$ cat config.mk
export PLATFORM = sky130hd
export DESIGN_NAME = byte_tick_counter
export DESIGN_NICKNAME = d
export VERILOG_FILES = /design/src/rtl/btc_pkg.sv /design/src/rtl/btc_tick_mux.sv /design/src/rtl/btc_count_core.sv /design/src/rtl/btc_bus_port.sv /design/src/rtl/btc_ovf_flag.sv /design/src/rtl/byte_tick_counter.sv
export SDC_FILE = /design/constraint.sdc
export NUM_CORES = 1
export LEC_CHECK = 0
export ABC_AREA = 1
export BUFFER_PORTS_ARGS = -buffer_cell sky130_fd_sc_hd__clkbuf_2
export CAP_MARGIN = 20
export CORE_ASPECT_RATIO = 0.8
export CORE_MARGIN = 10
export CORE_UTILIZATION = 40
export CTS_CLUSTER_DIAMETER = 40
export DETAILED_ROUTE_END_ITERATION = 10
export GPL_TIMING_DRIVEN = 0
export SLEW_MARGIN = 20
export SYNTH_ARGS = -nofsm -noshare
export SYNTH_HDL_FRONTEND = slang
export SYNTH_HIERARCHICAL = 1
export SYNTH_SLANG_ARGS = --single-unit
$ cat constraint.sdc
create_clock -name clk -period 3.5 [get_ports clk]
set_clock_uncertainty 0.05 [all_clocks]
set_input_delay 0.175 -clock clk [delete_from_list [all_inputs] [get_ports clk]]
set_output_delay 0.175 -clock clk [all_outputs]
set_load 0.01 [all_outputs]
$ cat src/rtl/btc_pkg.sv
package btc_pkg;
  localparam int unsigned ADR_W = 2;
  typedef enum logic [ADR_W-1:0] {
    ADR_LOW  = 2'd0,
    ADR_HIGH = 2'd1,
    ADR_FLAG = 2'd2
  } bus_reg_e;
endpackage

$ cat src/rtl/btc_tick_mux.sv
module btc_tick_mux #(
  parameter int unsigned SEL_W = 3,
  localparam int unsigned NSRC = (1 << SEL_W) - 1
) (
  input  logic [SEL_W-1:0] sel,
  input  logic [NSRC-1:0]  src,
  output logic             tick
);
  // select code 0 maps to a constant-zero input: counter stopped
  logic [NSRC:0] padded;
  assign padded = {src, 1'b0};
  assign tick   = padded[sel];
endmodule

$ cat src/rtl/btc_count_core.sv
module btc_count_core #(
  parameter int unsigned CNT_W = 16
) (
  input  logic             clk,
  input  logic             rst,
  input  logic             tick,
  input  logic             clr,
  input  logic             step,
  input  logic             down,
  input  logic             load,
  input  logic [CNT_W-1:0] load_val,
  output logic [CNT_W-1:0] cnt,
  output logic             top,
  output logic             bottom
);
  localparam logic [CNT_W-1:0] ALL_ONES = {CNT_W{1'b1}};
  localparam logic [CNT_W-1:0] ONE      = {{(CNT_W-1){1'b0}}, 1'b1};

  logic [CNT_W-1:0] nxt;

  always_comb begin
    nxt = cnt;
    if (load)              nxt = load_val;
    else if (tick && clr)  nxt = '0;
    else if (tick && step) nxt = down ? cnt - ONE : cnt + ONE;
  end

  always_ff @(posedge clk) begin
    if (rst) begin
      cnt    <= '0;
      top    <= 1'b0;
      bottom <= 1'b1;
    end else begin
      cnt    <= nxt;
      top    <= (nxt == ALL_ONES);
      bottom <= (nxt == '0);
    end
  end
endmodule

$ cat src/rtl/btc_bus_port.sv
module btc_bus_port
  import btc_pkg::*;
#(
  parameter int unsigned BYTE_W = 8,
  localparam int unsigned CNT_W = 2 * BYTE_W
) (
  input  logic              clk,
  input  logic              rst,
  input  logic [ADR_W-1:0]  addr,
  input  logic              rd,
  input  logic              wr,
  input  logic [BYTE_W-1:0] wdata,
  input  logic [CNT_W-1:0]  cnt,
  input  logic              flag,
  output logic [BYTE_W-1:0] rdata,
  output logic [BYTE_W-1:0] stage,
  output logic              load,
  output logic [CNT_W-1:0]  load_val,
  output logic              flag_wclr
);
  logic hit_low, hit_high, hit_flag;

  assign hit_low  = (addr == ADR_LOW);
  assign hit_high = (addr == ADR_HIGH);
  assign hit_flag = (addr == ADR_FLAG);

  assign load      = wr && hit_low;
  assign load_val  = {stage, wdata};
  assign flag_wclr = wr && hit_flag && wdata[0];

  always_ff @(posedge clk) begin
    if (rst) begin
      stage <= '0;
    end else if (wr && hit_high) begin
      stage <= wdata;
    end else if (rd && hit_low) begin
      stage <= cnt[CNT_W-1:BYTE_W];
    end
  end

  always_ff @(posedge clk) begin
    if (rst) begin
      rdata <= '0;
    end else if (rd) begin
      if (hit_low)       rdata <= cnt[BYTE_W-1:0];
      else if (hit_high) rdata <= stage;
      else if (hit_flag) rdata <= {{(BYTE_W-1){1'b0}}, flag};
      else               rdata <= '0;
    end
  end
endmodule

$ cat src/rtl/btc_ovf_flag.sv
module btc_ovf_flag (
  input  logic clk,
  input  logic rst,
  input  logic set,
  input  logic wclr,
  input  logic ack,
  output logic flag
);
  always_ff @(posedge clk) begin
    if (rst)              flag <= 1'b0;
    else if (set)         flag <= 1'b1;
    else if (wclr || ack) flag <= 1'b0;
  end
endmodule

$ cat src/rtl/byte_tick_counter.sv
module byte_tick_counter
  import btc_pkg::*;
#(
  parameter int unsigned BYTE_W = 8,
  parameter int unsigned SEL_W  = 3,
  localparam int unsigned CNT_W = 2 * BYTE_W,
  localparam int unsigned NSRC  = (1 << SEL_W) - 1
) (
  input  logic              clk,
  input  logic              rst,
  input  logic [ADR_W-1:0]  bus_addr,
  input  logic              rd_en,
  input  logic              wr_en,
  input  logic [BYTE_W-1:0] wr_data,
  output logic [BYTE_W-1:0] rd_data,
  input  logic [SEL_W-1:0]  tick_sel,
  input  logic [NSRC-1:0]   tick_src,
  input  logic              cnt_step,
  input  logic              cnt_down,
  input  logic              cnt_clear,
  input  logic              ovf_set,
  input  logic              ovf_ack,
  output logic              at_top,
  output logic              at_bottom,
  output logic              ovf_irq
);
  logic              tick_w;
  logic              load_w;
  logic [CNT_W-1:0]  load_val_w;
  logic [CNT_W-1:0]  cnt_w;
  logic [BYTE_W-1:0] stage_w;
  logic              wclr_w;

  btc_tick_mux #(.SEL_W(SEL_W)) u_mux (
    .sel  (tick_sel),
    .src  (tick_src),
    .tick (tick_w)
  );

  btc_bus_port #(.BYTE_W(BYTE_W)) u_bus (
    .clk       (clk),
    .rst       (rst),
    .addr      (bus_addr),
    .rd        (rd_en),
    .wr        (wr_en),
    .wdata     (wr_data),
    .cnt       (cnt_w),
    .flag      (ovf_irq),
    .rdata     (rd_data),
    .stage     (stage_w),
    .load      (load_w),
    .load_val  (load_val_w),
    .flag_wclr (wclr_w)
  );

  btc_count_core #(.CNT_W(CNT_W)) u_core (
    .clk      (clk),
    .rst      (rst),
    .tick     (tick_w),
    .clr      (cnt_clear),
    .step     (cnt_step),
    .down     (cnt_down),
    .load     (load_w),
    .load_val (load_val_w),
    .cnt      (cnt_w),
    .top      (at_top),
    .bottom   (at_bottom)
  );

  btc_ovf_flag u_ovf (
    .clk  (clk),
    .rst  (rst),
    .set  (ovf_set),
    .wclr (wclr_w),
    .ack  (ovf_ack),
    .flag (ovf_irq)
  );
endmodule

==> qor.yml <==
place:
  post-dp-hpwl_mm: 7.41
  port-buffer-count: 37
  dp_slack_ps: 1180
  dp.cells: 663
  place.gp.congestion: 0.896
routing:
  firstDrtPassIters: 4
  ant_nets: 0
  wirelength_mm: 8.76
  vias_per_cell: 4.89
  vias: 3270
  detail_route.wl_per_cell_um: 13.1
  drt-initial-drc-count: 224
  post-route-drc-count: 0
global_routing:
  gr-total-overflow: 0
  antenna_found_initial: 0
  grt_pass1_vias: 3188
  grt_pass1_wl_mm: 14.9
  grt_use_total_pct: 15.1
  grt_max_degree: 17
sta:
  fin_setup_tns_ps: 0
  fin_crit_ps: 2220
  setup_viol: 0
  tightest_slew_ps: 502
  fin_ws_ps: 1280
  slew_headroom_pct: 66.5
  hold_viol_final: 0
  grt_setup_unrepaired: "no"
  max_freq_mhz: 450
  final.period_utilization_pct: 63.5
  maxSlewViolCount: 0
worst_setup_path:
  worst_setup_path_start_kind: "flop"
  cpMostUsedCell: "nand2_1"
  path_class: "flop to flop"
  r2r-end: "u_core/bottom"
  worstPathMaxFanout: 6
  worstPathCellList: "fa_1, nand2_1, nand2_2, nand3_2, nand2_2, nand2_1, nand2_1, nand2_1, nand3_1, a21boi_2, nand2_1, nor2_1, nand2_1, o21bai_2"
  r2r_cells: 14
  critPathSlowestCell: "fa_1"
  worstPathRequired_ps: 3660
  arrival_ps: 2380
  cp-end-kind: "flop"
  cp_slowest_stage_delay_ps: 460
  r2r_start: "u_core/cnt[0]"
  r2r_slack_ps: 1280
clock_network:
  clock_sinks: 35
  cts_root_buf: "clkbuf_8"
  numCtsBuffers: 5
  hold_buffers: 0
  cts_setup_buffers: 0
  clk_pin_slew_ps: 70
  cts_repair_resize_count: 0
  cts_tree: "built"
  clk_latency_ps: 280
  htreeDepth: 2
  clock_path_buffers: 2
yosys:
  synth_nets: 565
  syn_area_mm2: 0.00305
  syn_inst: 521
  yosysWarnings: 6
  synth.avg_cell_area_um2: 5.85
power:
  p_leak_uw: 0.00191
  p_sw_share_pct: 36.1
  ir_drop_v: 0.000204
  internal-power_uw: 682
  power_frac_seq_pct: 41.3
  finalPower_uw: 1070
  combPwrFrac_pct: 33.6
  power.switching_uw: 385
  power_density_mw_per_mm2: 311
  pwr-share-clk_pct: 25.1
finish:
  nets: 609
  antennaDiodeCount: 0
  synthToLayoutAreaGrowth_pct: 12.8
  final_util_pct: 46.5
  stdcell_count: 669
  drive_above_1_share_pct: 16.7
floorplanning:
  rows: 28
  fp.dieArea_mm2: 0.0115
  ioPinCount: 40
  core_mm2: 0.00739
  start_util_pct: 41.2
  die_y_um: 98.1
  die_w_um: 118
worst_hold_path:
  min_path_cells: 2
  worst_hold_path.endpoint: "u_ovf/flag"
  hold_path.startpoint: "rst"
  min_path_type: "input port to flop"
run:
  max_cap_viol_count: 0
status:
  status: "finished clean"
==> final cells by class <==
class                           instances  area [µm²]
Fill cell                             813        3960
Multi-Input combinational cell        382        1880
Sequential cell                        35         701
Inverter                               84         320
Timing Repair Buffer                   37         185
Buffer                                 20         143
Tap cell                              105         131
Clock buffer                            6        72.6
==> critical path, delay by kind of cell, from the launching register on <==
kind / cells / cell delay, ps
fa+ha+maj: 1 / 460
flops: 1 / 390
simple gates: 11 / 950
compound gates: 2 / 320
==> sequential cells by signal, indices dropped and copies added, names as in the netlist <==
name,flops
u_ovf/flag,1
u_core/cnt,16
u_bus/stage,8
u_core/top,1
u_bus/rdata,8
u_core/bottom,1
==> how the worst max path moves through the flow <==
stage	start	end	slack, ps	depth (start not counted)
4_1_cts	u_core/cnt[0]	u_core/bottom	1260	14
3_3_place_gp	cnt_down	u_core/bottom	1230	12
3_5_place_dp	cnt_down	u_core/bottom	1180	12
6_report	u_core/cnt[0]	u_core/bottom	1280	14
2_1_floorplan	u_core/cnt[0]	u_core/bottom	1620	14
5_1_grt	u_core/cnt[2]	u_core/top	1000	17
==> placed cells by master (no fill, tap or decap), types with 4 or more instances in the layout <==
cell      count
a21boi_2      5
a21oi_1      19
buf_2         6
buf_4         9
clkbuf_2     37
clkbuf_8      5
dfxtp_1      35
ha_1         14
inv_1        76
inv_2         6
nand2_1     177
nand2_2       7
nand3_1      59
nand3_2       4
nand4_1      11
nor2_1       53
nor2_2        6
nor3_1        4
==> metal layers <==
layer / up-vias / wire length [µm] / part of all wire [%] / GRT usage (%)
li1: 1714 / - / - / -
met5: - / 0 / 0 / 0
met4: 0 / 38 / 0.43 / 1.90
met3: 4 / 528 / 6.0 / 3.16
met1: 1467 / 4540 / 52 / 21.3
met2: 85 / 3650 / 42 / 23.6
==> per-stage QoR <==
stage	hold slack (ps)	area (µm²)
final	27.6	3440
after global routing	28.7	3440
after CTS	28.2	3440
after detailed placement	331	3360
after global placement	317	3360
after floorplan	187	3050
==> power groups by stage <==
stage	clock, µW	sequential, µW	combinational [µW]
floorplan	0	443	267
global placement	0	451	346
detailed placement	0	451	355
CTS	276	442	357
global route	293	444	412
finish	268	441	359
(Power assumes the default switching activity.)
